--- src/rtl/wcap_pkg.sv ---
package wcap_pkg;

    typedef enum logic [1:0] {
        SUB_IDLE   = 2'd0,
        SUB_ACTIVE = 2'd1,
        SUB_DONE   = 2'd2
    } sub_state_e;

    typedef enum logic [1:0] {
        M_RESET    = 2'd0,
        M_CAPTURE  = 2'd1,
        M_PLAYBACK = 2'd2
    } mode_state_e;

    localparam logic [1:0] MODE_CAP = 2'd1;
    localparam logic [1:0] MODE_PB  = 2'd2;

    localparam logic [1:0] WIDX_CTRL   = 2'd0;
    localparam logic [1:0] WIDX_COUNT  = 2'd1;
    localparam logic [1:0] WIDX_STATUS = 2'd2;

    localparam int unsigned SUB_CAP = 0;
    localparam int unsigned SUB_PB  = 1;
    localparam int unsigned N_SUB   = 2;

endpackage

--- src/rtl/wcap_axil_regs.sv ---
module wcap_axil_regs
    import wcap_pkg::*;
#(
    parameter int unsigned CNT_W = 11
) (
    input  logic             clk,
    input  logic             rst_n,
    input  logic [3:0]       s_awaddr,
    input  logic             s_awvalid,
    output logic             s_awready,
    input  logic [31:0]      s_wdata,
    input  logic [3:0]       s_wstrb,
    input  logic             s_wvalid,
    output logic             s_wready,
    output logic [1:0]       s_bresp,
    output logic             s_bvalid,
    input  logic             s_bready,
    input  logic [3:0]       s_araddr,
    input  logic             s_arvalid,
    output logic             s_arready,
    output logic [31:0]      s_rdata,
    output logic [1:0]       s_rresp,
    output logic             s_rvalid,
    input  logic             s_rready,
    input  logic [2:0]       status_i,
    output logic [1:0]       mode_o,
    output logic [CNT_W-1:0] count_o,
    output logic             trig_o
);

    logic             wr_fire, rd_fire;
    logic [1:0]       wr_idx, rd_idx;
    logic [31:0]      rd_mux;
    logic [1:0]       mode_q;
    logic [CNT_W-1:0] count_q;
    logic             trig_q;
    logic             unused_bits;

    assign wr_idx      = s_awaddr[3:2];
    assign rd_idx      = s_araddr[3:2];
    assign s_awready   = s_awvalid && s_wvalid && !s_bvalid;
    assign s_wready    = s_awready;
    assign wr_fire     = s_awready;
    assign s_arready   = !s_rvalid;
    assign rd_fire     = s_arvalid && s_arready;
    assign s_bresp     = 2'b00;
    assign s_rresp     = 2'b00;
    assign unused_bits = ^{s_wstrb, s_awaddr[1:0], s_araddr[1:0], s_wdata[31:CNT_W]};

    always_comb begin
        unique case (rd_idx)
            WIDX_CTRL:   rd_mux = {30'd0, mode_q};
            WIDX_COUNT:  rd_mux = 32'(count_q);
            WIDX_STATUS: rd_mux = {29'd0, status_i};
            default:     rd_mux = 32'd0;
        endcase
    end

    always_ff @(posedge clk) begin
        if (!rst_n) begin
            mode_q   <= 2'd0;
            count_q  <= '0;
            trig_q   <= 1'b0;
            s_bvalid <= 1'b0;
            s_rvalid <= 1'b0;
            s_rdata  <= 32'd0;
        end else begin
            trig_q <= 1'b0;
            if (wr_fire) begin
                s_bvalid <= 1'b1;
                if (wr_idx == WIDX_CTRL) begin
                    mode_q <= s_wdata[1:0];
                    trig_q <= s_wdata[2];
                end else if (wr_idx == WIDX_COUNT) begin
                    count_q <= s_wdata[CNT_W-1:0];
                end
            end else if (s_bvalid && s_bready) begin
                s_bvalid <= 1'b0;
            end
            if (rd_fire) begin
                s_rvalid <= 1'b1;
                s_rdata  <= rd_mux;
            end else if (s_rvalid && s_rready) begin
                s_rvalid <= 1'b0;
            end
        end
    end

    assign mode_o  = mode_q;
    assign count_o = count_q;
    assign trig_o  = trig_q;

endmodule

--- src/rtl/wcap_mode_fsm.sv ---
module wcap_mode_fsm
    import wcap_pkg::*;
(
    input  logic        clk,
    input  logic        rst_n,
    input  logic [1:0]  mode_req_i,
    output mode_state_e state_o,
    output logic        clr_o,
    output logic        cap_sel_o,
    output logic        pb_sel_o
);

    mode_state_e cur, nxt, target;

    always_comb begin
        if (mode_req_i == MODE_CAP)     target = M_CAPTURE;
        else if (mode_req_i == MODE_PB) target = M_PLAYBACK;
        else                            target = M_RESET;
    end

    always_ff @(posedge clk) begin
        if (!rst_n) cur <= M_RESET;
        else        cur <= nxt;
    end

    always_comb begin
        nxt = cur;
        unique case (cur)
            M_RESET:    nxt = target;
            M_CAPTURE:  nxt = (target == M_CAPTURE)  ? M_CAPTURE  : M_RESET;
            M_PLAYBACK: nxt = (target == M_PLAYBACK) ? M_PLAYBACK : M_RESET;
            default:    nxt = M_RESET;
        endcase
    end

    always_comb begin
        clr_o     = (cur == M_RESET);
        cap_sel_o = (cur == M_CAPTURE);
        pb_sel_o  = (cur == M_PLAYBACK);
        state_o   = cur;
    end

endmodule

--- src/rtl/wcap_sub_fsm.sv ---
module wcap_sub_fsm
    import wcap_pkg::*;
(
    input  logic       clk,
    input  logic       rst_n,
    input  logic       clr_i,
    input  logic       sel_i,
    input  logic       trig_i,
    input  logic       zero_len_i,
    input  logic       last_i,
    output sub_state_e state_o,
    output logic       start_o,
    output logic       active_o
);

    sub_state_e cur, nxt;
    logic       go;

    always_ff @(posedge clk) begin
        if (!rst_n) cur <= SUB_IDLE;
        else        cur <= nxt;
    end

    always_comb begin
        nxt = cur;
        go  = 1'b0;
        unique case (cur)
            SUB_IDLE, SUB_DONE: begin
                if (sel_i && trig_i) begin
                    go  = 1'b1;
                    nxt = zero_len_i ? SUB_DONE : SUB_ACTIVE;
                end
            end
            SUB_ACTIVE: if (last_i) nxt = SUB_DONE;
            default:    nxt = SUB_IDLE;
        endcase
        if (clr_i) begin
            nxt = SUB_IDLE;
            go  = 1'b0;
        end
    end

    always_comb begin
        state_o  = cur;
        start_o  = go;
        active_o = (cur == SUB_ACTIVE);
    end

endmodule

--- src/rtl/wcap_counter.sv ---
module wcap_counter #(
    parameter int unsigned ADDR_W = 10,
    parameter int unsigned CNT_W  = ADDR_W + 1
) (
    input  logic              clk,
    input  logic              rst_n,
    input  logic              clr_i,
    input  logic              start_i,
    input  logic              inc_i,
    input  logic [CNT_W-1:0]  count_i,
    output logic [ADDR_W-1:0] addr_o,
    output logic              last_o,
    output logic              zero_len_o
);

    logic [CNT_W-1:0] cnt_q, lim_q;

    always_ff @(posedge clk) begin
        if (!rst_n || clr_i) begin
            cnt_q <= '0;
            lim_q <= '0;
        end else if (start_i) begin
            cnt_q <= '0;
            lim_q <= count_i;
        end else if (inc_i) begin
            cnt_q <= cnt_q + 1'b1;
        end
    end

    assign addr_o     = cnt_q[ADDR_W-1:0];
    assign last_o     = (cnt_q == lim_q - CNT_W'(1));
    assign zero_len_o = (count_i == '0);

endmodule

--- src/rtl/wcap_engine.sv ---
module wcap_engine
    import wcap_pkg::*;
#(
    parameter int unsigned DATA_W = 16,
    parameter int unsigned ADDR_W = 10
) (
    input  logic              clk,
    input  logic              rst_n,
    input  logic [3:0]        s_awaddr,
    input  logic              s_awvalid,
    output logic              s_awready,
    input  logic [31:0]       s_wdata,
    input  logic [3:0]        s_wstrb,
    input  logic              s_wvalid,
    output logic              s_wready,
    output logic [1:0]        s_bresp,
    output logic              s_bvalid,
    input  logic              s_bready,
    input  logic [3:0]        s_araddr,
    input  logic              s_arvalid,
    output logic              s_arready,
    output logic [31:0]       s_rdata,
    output logic [1:0]        s_rresp,
    output logic              s_rvalid,
    input  logic              s_rready,
    input  logic [DATA_W-1:0] cap_data_i,
    output logic [DATA_W-1:0] pb_data_o,
    output logic              pb_valid_o,
    output logic              ram_en_o,
    output logic              ram_we_o,
    output logic [ADDR_W-1:0] ram_addr_o,
    output logic [DATA_W-1:0] ram_wdata_o,
    input  logic [DATA_W-1:0] ram_rdata_i
);

    localparam int unsigned CNT_W = ADDR_W + 1;

    logic [1:0]       mode_req;
    logic [CNT_W-1:0] count_reg;
    logic             trig;
    logic [2:0]       status;
    mode_state_e      mode_st;
    logic             clr, cap_sel, pb_sel;
    logic [N_SUB-1:0] sub_sel, sub_start, sub_active;
    sub_state_e       sub_st [N_SUB];
    sub_state_e       shown_st;
    logic             last, zero_len;
    logic             pb_valid_q;

    wcap_axil_regs #(.CNT_W(CNT_W)) u_regs (
        .clk(clk), .rst_n(rst_n),
        .s_awaddr(s_awaddr), .s_awvalid(s_awvalid), .s_awready(s_awready),
        .s_wdata(s_wdata), .s_wstrb(s_wstrb), .s_wvalid(s_wvalid), .s_wready(s_wready),
        .s_bresp(s_bresp), .s_bvalid(s_bvalid), .s_bready(s_bready),
        .s_araddr(s_araddr), .s_arvalid(s_arvalid), .s_arready(s_arready),
        .s_rdata(s_rdata), .s_rresp(s_rresp), .s_rvalid(s_rvalid), .s_rready(s_rready),
        .status_i(status), .mode_o(mode_req), .count_o(count_reg), .trig_o(trig)
    );

    wcap_mode_fsm u_mode (
        .clk(clk), .rst_n(rst_n), .mode_req_i(mode_req), .state_o(mode_st),
        .clr_o(clr), .cap_sel_o(cap_sel), .pb_sel_o(pb_sel)
    );

    assign sub_sel[SUB_CAP] = cap_sel;
    assign sub_sel[SUB_PB]  = pb_sel;

    for (genvar g = 0; g < N_SUB; g++) begin : g_sub
        wcap_sub_fsm u_sub (
            .clk(clk), .rst_n(rst_n), .clr_i(clr), .sel_i(sub_sel[g]),
            .trig_i(trig), .zero_len_i(zero_len), .last_i(last),
            .state_o(sub_st[g]), .start_o(sub_start[g]), .active_o(sub_active[g])
        );
    end

    wcap_counter #(.ADDR_W(ADDR_W), .CNT_W(CNT_W)) u_cnt (
        .clk(clk), .rst_n(rst_n), .clr_i(clr), .start_i(|sub_start),
        .inc_i(|sub_active), .count_i(count_reg), .addr_o(ram_addr_o),
        .last_o(last), .zero_len_o(zero_len)
    );

    assign ram_en_o    = |sub_active;
    assign ram_we_o    = sub_active[SUB_CAP];
    assign ram_wdata_o = cap_data_i;

    always_ff @(posedge clk) begin
        if (!rst_n) pb_valid_q <= 1'b0;
        else        pb_valid_q <= sub_active[SUB_PB];
    end

    assign pb_valid_o = pb_valid_q;
    assign pb_data_o  = pb_valid_q ? ram_rdata_i : '0;

    always_comb begin
        if (cap_sel)     shown_st = sub_st[SUB_CAP];
        else if (pb_sel) shown_st = sub_st[SUB_PB];
        else             shown_st = SUB_IDLE;
        status = {(shown_st == SUB_DONE), shown_st};
    end

endmodule

--- config.mk ---
export PLATFORM = sky130hd
export DESIGN_NAME = wcap_engine
export DESIGN_NICKNAME = d
export VERILOG_FILES = /design/src/rtl/wcap_pkg.sv /design/src/rtl/wcap_axil_regs.sv /design/src/rtl/wcap_mode_fsm.sv /design/src/rtl/wcap_sub_fsm.sv /design/src/rtl/wcap_counter.sv /design/src/rtl/wcap_engine.sv
export SDC_FILE = /design/constraint.sdc
export NUM_CORES = 1
export LEC_CHECK = 0
export CORE_ASPECT_RATIO = 0.5
export CORE_MARGIN = 2
export CORE_UTILIZATION = 44
export CTS_BUF_LIST = sky130_fd_sc_hd__clkbuf_8 sky130_fd_sc_hd__clkbuf_16
export DETAILED_ROUTE_END_ITERATION = 8
export PLACE_DENSITY = 0.87
export SYNTH_ARGS = -nofsm -noshare
export SYNTH_HDL_FRONTEND = slang
export SYNTH_HIERARCHICAL = 1
export SYNTH_SLANG_ARGS = --single-unit
--- constraint.sdc ---
create_clock -name clk -period 4.7 [get_ports clk]
set_input_delay 0.47 -clock clk [delete_from_list [all_inputs] [get_ports clk]]
set_output_delay 0.47 -clock clk [all_outputs]
set_load 0.1 [all_outputs]
==> impl_metrics.csv, run 1 <==
group,metric,value,unit
critical_path,cpMaxStageDelayCell,"clkdlybuf4s50_1",
critical_path,rrSetupSlack,2.18,ns
logic_synthesis,synth_edf_count,0,
timing,worst_clock_skew,0.00489,ns
grt,track_usage,16.4,%
floorplan,die_area,0.00832,mm²
critical_path,cp.required,4.23,ns
logic_synthesis,ys_seq_area_share,33.7,%
timing,timing.setup.tns,0,ns
cts,ctsHtreeMaxLevel,2,
critical_path,r2r_end,"g_sub[0].u_sub/state_o[1]$_SDFFE_PP0P_",
grt,grt_max_degree,43,
critical_path,reg2reg_depth,9,
routing,drc_errors,0,
cts,cts_tree,"built",
routing,wl_per_cell,13.2,µm
cts,cts_resized,0,
min_path,hp-class,"reg2reg",
logic_synthesis,async_flop_share,0,%
power,pwr_density_cell,264,mW/mm²
timing,fin_ws,1.90,ns
critical_path,worstSetupStartpoint,"g_sub[1].u_sub/state_o[0]$_SDFFE_PP0P_",
routing,wl,6820,µm
logic_synthesis,synth_ff_type,"dfxtp_1",
cts,clock_sinks,56,
critical_path,critPathLaunchType,"flop",
critical_path,crit_end,"ram_en_o",
floorplan,placementRows,22,
logic_synthesis,synth_cell_type_count,58,
critical_path,path_class,"reg2out",
cts,root_buffer,"clkbuf_16",
status,status,"complete, no violations",
critical_path,crit_fanout,7,
routing,num_vias,2501,
logic_synthesis,synth_commonest_cells,"dfxtp_1, buf_4, nand2_1",
routing,first_iter_violations,107,
timing,setup_viol,0,
timing,worst_slew_pin_slew,1.01,ns
timing,slew_headroom,32.7,%
routing,ant_nets,0,
critical_path,cp.depth,3,
logic_synthesis,synth_most_common_cell,"dfxtp_1",
logic_synthesis,synthTopCellsByArea,"dfxtp_1, buf_4, mux2i_1, nand2_1, xor2_1",
floorplan,fp.dieH,65.5,µm
critical_path,slowest_delay,1.17,ns
flow_run,max_cap_viol_count,0,
floorplan,io-pin-count,169,
cts,ctsHoldBuffers,0,
placed_design,dp_hpwl,5030,µm
grt,grt.met1_usage,22.4,%
min_path,worstHoldPathCells,2,
timing,worst_hold_slack,0.491,ns
grt,antenna_found_initial,0,
timing,finalHoldViolCount,0,
routing,via_per_inst,4.85,
cts,cts_setup_buffers,0,
grt,grt_pass1_vias,2260,
grt,gr-total-overflow,0,
cts,clock_latency,0.29,ns
cts,cts_buffer_depth,2,
logic_synthesis,syn-instance-count,370,
layout,syn2layout_area_growth,21.4,%
placed_design,io_buffer_count,82,
placed_design,gp_congestion,0.826,
timing,slew_violations,0,
logic_synthesis,synthesis.area,0.00333,mm²
timing,fmax,358,MHz
logic_synthesis,synth_seq_cells,56,
floorplan,dieWidth,127,µm
critical_path,arrival,2.33,ns
grt,busiest_layer,"met2",
grt,gr-usage-met2,26.5,%
placed_design,dpl_cell_area,0.00389,mm²
grt,grt_pass1_wl,11100,µm
power,vdd_ir_drop_max,171,µV
grt,use_met3,3.18,%
critical_path,end_kind,"output port",
logic_synthesis,synth_area_per_cell,9.00,µm²
critical_path,crit_buf_inv,1,
cts,clkTransAtPathRegs,0.07,ns
routing,firstDrtPassIters,4,
layout,nNetsFinal,504,
floorplan,coreArea,0.00732,mm²
floorplan,initial_core_util,45.5,%
layout,drive_gt1_share,12.1,%
critical_path,crit_family,"buffers and inverters",
logic_synthesis,yosysTopAreaCell,"dfxtp_1",
timing,rsz0062_at_grt,"false",
critical_path,r2r-start,"u_cnt/lim_q[0]$_SDFFE_PP0P_",
timing,finalCriticalPeriod,2.80,ns
logic_synthesis,ys.warnings.count,6,
critical_path,cp_cell_sequence,"and2b_1 > or2_2 > clkdlybuf4s50_1",
power,power.leakage,1.44,nW
placed_design,pre_cts_slack,1.91,ns
layout,final_area,0.00404,mm²
logic_synthesis,yosysTopAreaCellShare,33.7,%
timing,fin_crit_sh,59.5,%
layout,antenna_cells,0,
cts,cts_buffers,5,
==> cell families (layout without fill, tap and decap cells) <==
| logic type | after synthesis | count (layout) | synth area share [%] |
|---|---|---|---|
| multiplexers | 27 | 27 | 8.11 |
| AND/OR/NAND/NOR | 159 | 159 | 28.1 |
| XOR/XNOR | 22 | 22 | 5.79 |
| flip-flops | 56 | 56 | 33.7 |
| AO/OA/AOI/OAI | 34 | 34 | 8.75 |
| buffers and inverters | 69 | 95 | 14.8 |
| adder cells (fa/ha/maj) | 2 | 2 | 0.751 |
| other | 1 | 25 | 0.113 |
==> flip-flops by register name (all words and copies together) (netlist names) <==
name / count
u_regs/trig_o: 1
u_cnt/lim_q: 11
u_regs/mode_o: 2
u_cnt/cnt_q: 11
pb_valid_o: 1
g_sub.u_sub/state_o: 4
u_regs/s_rvalid: 1
u_regs/s_rdata: 11
u_mode/state_o: 2
u_regs/count_o: 11
u_regs/s_bvalid: 1
==> worst register-to-register path, cell delays in order (launching register included) <==
cell,delay [ns]
dfxtp_1,0.45
inv_1,0.07
ha_1,0.27
o21ba_1,0.19
a221oi_1,0.29
a31oi_1,0.08
or4_4,0.55
a221oi_2,0.28
nand2_1,0.10
a31oi_1,0.17
==> per-stage QoR <==
stage	utilization, %	total power, mW	cells
floorplan	-	0.731	394
global placement	53.2	0.696	508
detailed placement	53.2	0.697	508
CTS	55.2	1.07	516
global route	55.2	1.10	516
finish	55.2	1.07	516
==> cell type report <==
class / count / area, µm²
Fill cell: 649 / 3280
Multi-Input combinational cell: 269 / 1810
Sequential cell: 56 / 1120
Timing Repair Buffer: 83 / 828
Clock buffer: 5 / 125
Tap cell: 96 / 120
Clock inverter: 3 / 25.0
Inverter: 4 / 15.0
==> cell usage in the layout (no fill, tap or decap), types with 6 or more instances in the layout <==
cell and n:
nor2b_1 9, nand2b_1 6, xnor2_1 9, nand2_1 42, nor2_1 26, mux2i_1 27, nand3_1 6, conb_1 25
xor2_1 13, nor3_1 8, a22oi_2 8, clkdlybuf4s50_1 82, o21ai_0 6, dfxtp_1 56, and2_2 12
==> where the power goes <==
group / internal [mW] / leakage (nW) / switching [mW]
clock: 0.202 / 0.0708 / 0.179
sequential: 0.480 / 0.452 / 0.00573
combinational: 0.0483 / 0.920 / 0.153
total: 0.730 / 1.44 / 0.337
==> worst min-delay path by stage <==
stage	from	end	slack, ns
CTS	u_regs/mode_o[0]$_SDFFE_PN0P_	u_regs/mode_o[0]$_SDFFE_PN0P_	0.49
finish	u_regs/mode_o[0]$_SDFFE_PN0P_	u_regs/mode_o[0]$_SDFFE_PN0P_	0.49
global route	u_regs/mode_o[0]$_SDFFE_PN0P_	u_regs/mode_o[0]$_SDFFE_PN0P_	0.52
floorplan	u_regs/mode_o[0]$_SDFFE_PN0P_	u_regs/mode_o[0]$_SDFFE_PN0P_	0.45
detailed placement	u_regs/mode_o[0]$_SDFFE_PN0P_	u_regs/mode_o[0]$_SDFFE_PN0P_	0.48
global placement	u_regs/mode_o[0]$_SDFFE_PN0P_	u_regs/mode_o[0]$_SDFFE_PN0P_	0.47
==> per-layer routing <==
| layer | share of wire, % | wire length, µm |
|---|---|---|
| met5 | 0 | 0 |
| met4 | 1.5 | 104 |
| met3 | 6.0 | 411 |
| met2 | 44 | 3020 |
| met1 | 48 | 3280 |
Note: power is estimated with default switching activity, not from simulation.
==> run 2: changes to the inputs <==
--- a/config.mk
+++ b/config.mk
@@ -7,10 +7,10 @@
 export LEC_CHECK = 0
 export CORE_ASPECT_RATIO = 0.5
 export CORE_MARGIN = 2
-export CORE_UTILIZATION = 44
+export CORE_UTILIZATION = 37
 export CTS_BUF_LIST = sky130_fd_sc_hd__clkbuf_8 sky130_fd_sc_hd__clkbuf_16
 export DETAILED_ROUTE_END_ITERATION = 8
-export PLACE_DENSITY = 0.87
+export PLACE_DENSITY = 0.78
 export SYNTH_ARGS = -nofsm -noshare
 export SYNTH_HDL_FRONTEND = slang
 export SYNTH_HIERARCHICAL = 1
==> constraint.sdc (replaced) <==
create_clock -name clk -period 2.4 [get_ports clk]
set_input_delay 0.24 -clock clk [delete_from_list [all_inputs] [get_ports clk]]
set_output_delay 0.24 -clock clk [all_outputs]
set_load 0.1 [all_outputs]
==> impl_metrics.csv, run 2 (same netlist as run 1, synthesis figures left out) <==
group,metric,value,unit
grt,track_usage,14.6,%
grt,grt_pass1_vias,2470,
routing,firstDrtPassIters,4,
cts,clock_latency,0.30,ns
cts,ctsHtreeMaxLevel,2,
critical_path,crit_fanout,4,
critical_path,critPathLaunchType,"flop",
routing,wl,7130,µm
cts,root_buffer,"clkbuf_16",
layout,drive_gt1_share,26.9,%
power,pwr_density_cell,512,mW/mm²
status,status,"complete, no violations",
critical_path,r2r-start,"u_cnt/lim_q[4]$_SDFFE_PP0P_",
timing,fmax,436,MHz
timing,rsz0062_at_grt,"false",
timing,slew_violations,0,
placed_design,pre_cts_slack,0.00248,ns
floorplan,coreArea,0.00874,mm²
critical_path,crit_family,"simple AND/OR/NAND/NOR gates",
critical_path,crit_end,"g_sub[1].u_sub/state_o[0]$_SDFFE_PP0P_",
critical_path,r2r_end,"g_sub[1].u_sub/state_o[0]$_SDFFE_PP0P_",
placed_design,dp_hpwl,5360,µm
critical_path,cp_cell_sequence,"or3_2 > nor4_4 > xnor2_1 > or4_4 > a221oi_4 > nand2b_4 > a21oi_2",
floorplan,placementRows,24,
cts,cts_tree,"built",
floorplan,fp.dieH,71.1,µm
floorplan,io-pin-count,169,
min_path,hp-class,"in2out",
routing,num_vias,2595,
timing,slew_headroom,51.5,%
critical_path,arrival,2.49,ns
power,total_power,2.09,mW
flow_run,max_cap_viol_count,0,
critical_path,reg2reg_depth,7,
cts,clkTransAtPathRegs,0.07,ns
timing,fin_crit_sh,95.6,%
placed_design,gp_congestion,0.839,
cts,clock_sinks,56,
layout,antenna_cells,0,
critical_path,cp.depth,7,
cts,cts_buffer_depth,2,
routing,ant_nets,0,
routing,via_per_inst,4.73,
floorplan,die_area,0.00982,mm²
routing,wl_per_cell,13.0,µm
critical_path,crit_buf_inv,0,
critical_path,cp.required,2.59,ns
timing,worst_slew_pin_slew,0.720,ns
timing,fin_ws,0.105,ns
cts,ctsHoldBuffers,0,
floorplan,initial_core_util,38.1,%
critical_path,worstSetupStartpoint,"u_cnt/lim_q[4]$_SDFFE_PP0P_",
layout,layout_commonest_cell,"buf_4",
routing,drc_errors,0,
placed_design,io_buffer_count,82,
routing,first_iter_violations,141,
critical_path,end_kind,"flop",
timing,timing.setup.tns,0,ns
layout,nNetsFinal,516,
grt,gr-total-overflow,0,
cts,cts_buffers,5,
layout,final_cell_mix,"buf_4, dfxtp_1, nand2_1",
power,vdd_ir_drop_max,302,µV
grt,grt_pass1_wl,11900,µm
timing,worst_clock_skew,0.00575,ns
critical_path,slowest_delay,0.53,ns
critical_path,cpMaxStageDelayCell,"or3_2",
critical_path,rrSetupSlack,0.11,ns
power,power.leakage,1.61,nW
timing,setup_viol,0,
timing,finalCriticalPeriod,2.29,ns
grt,grt_max_degree,42,
grt,antenna_found_initial,0,
floorplan,dieWidth,138,µm
critical_path,path_class,"reg2reg",
layout,syn2layout_area_growth,22.8,%
timing,finalHoldViolCount,0,
==> run 2: cell types whose count changed in the layout (fill, tap and decap cells not counted), sizes merged <==
cell	previous run	this run
buf	1	58
clkdlybuf4s50	82	37
==> run 2: repair_timing <==
action | CTS | global route
pin swaps | 0 | 4
setup buffers | 0 | 0
resized for setup | 1 | 7
endpoints found under the setup margin | 4 | 4
hold endpoints to repair | 0 | 0
gates cloned | 0 | 0
==> run 2: worst min-delay path by stage <==
stage	from	end	slack, ns	depth (start not counted)
2_1_floorplan	s_awaddr[2]	u_regs/trig_o$_SDFF_PN0_	0.32	1
3_3_place_gp	u_regs/mode_o[0]$_SDFFE_PN0P_	u_regs/mode_o[0]$_SDFFE_PN0P_	0.48	2
3_5_place_dp	cap_data_i[3]	ram_wdata_o[3]	0.48	0
4_1_cts	cap_data_i[3]	ram_wdata_o[3]	0.48	0
5_1_grt	cap_data_i[15]	ram_wdata_o[15]	0.48	0
6_report	cap_data_i[0]	ram_wdata_o[0]	0.48	0
==> run 2: area by class of cell <==
| class | count | area (µm²) |
|---|---|---|
| fill | 833 | 4650 |
| tap | 117 | 146 |
| clock inverter | 3 | 25.0 |
| multi-input combinational | 269 | 1850 |
| inverter | 4 | 15.0 |
| sequential | 56 | 1120 |
| clock buffer | 5 | 125 |
| timing repair buffer | 95 | 806 |
==> run 2: layer usage <==
| metal | global-route usage [%] | part of all wire (%) | wire length (µm) |
|---|---|---|---|
| met1 | 19.7 | 49 | 3480 |
| met4 | 4.88 | 1.2 | 82 |
| met5 | 0 | 0 | 0 |
| met3 | 2.30 | 3.4 | 242 |
| met2 | 24.1 | 47 | 3320 |
==> run 2: report_power, final <==
group | leakage (nW) | switching (mW) | internal, mW
Combinational | 1.09 | 0.299 | 0.0917
Sequential | 0.453 | 0.0113 | 0.939
Clock | 0.0708 | 0.357 | 0.395
Total | 1.61 | 0.668 | 1.43
==> run 2: metrics by stage <==
step / std cells / hold slack [ns] / util [%] / area (µm²)
2_1_floorplan: 394 / 0.317 / - / 3420
3_3_place_gp: 541 / 0.475 / 44.6 / 3900
3_5_place_dp: 541 / 0.481 / 44.6 / 3900
4_1_cts: 549 / 0.481 / 46.5 / 4060
5_1_grt: 549 / 0.480 / 46.8 / 4090
6_report: 549 / 0.480 / 46.8 / 4090
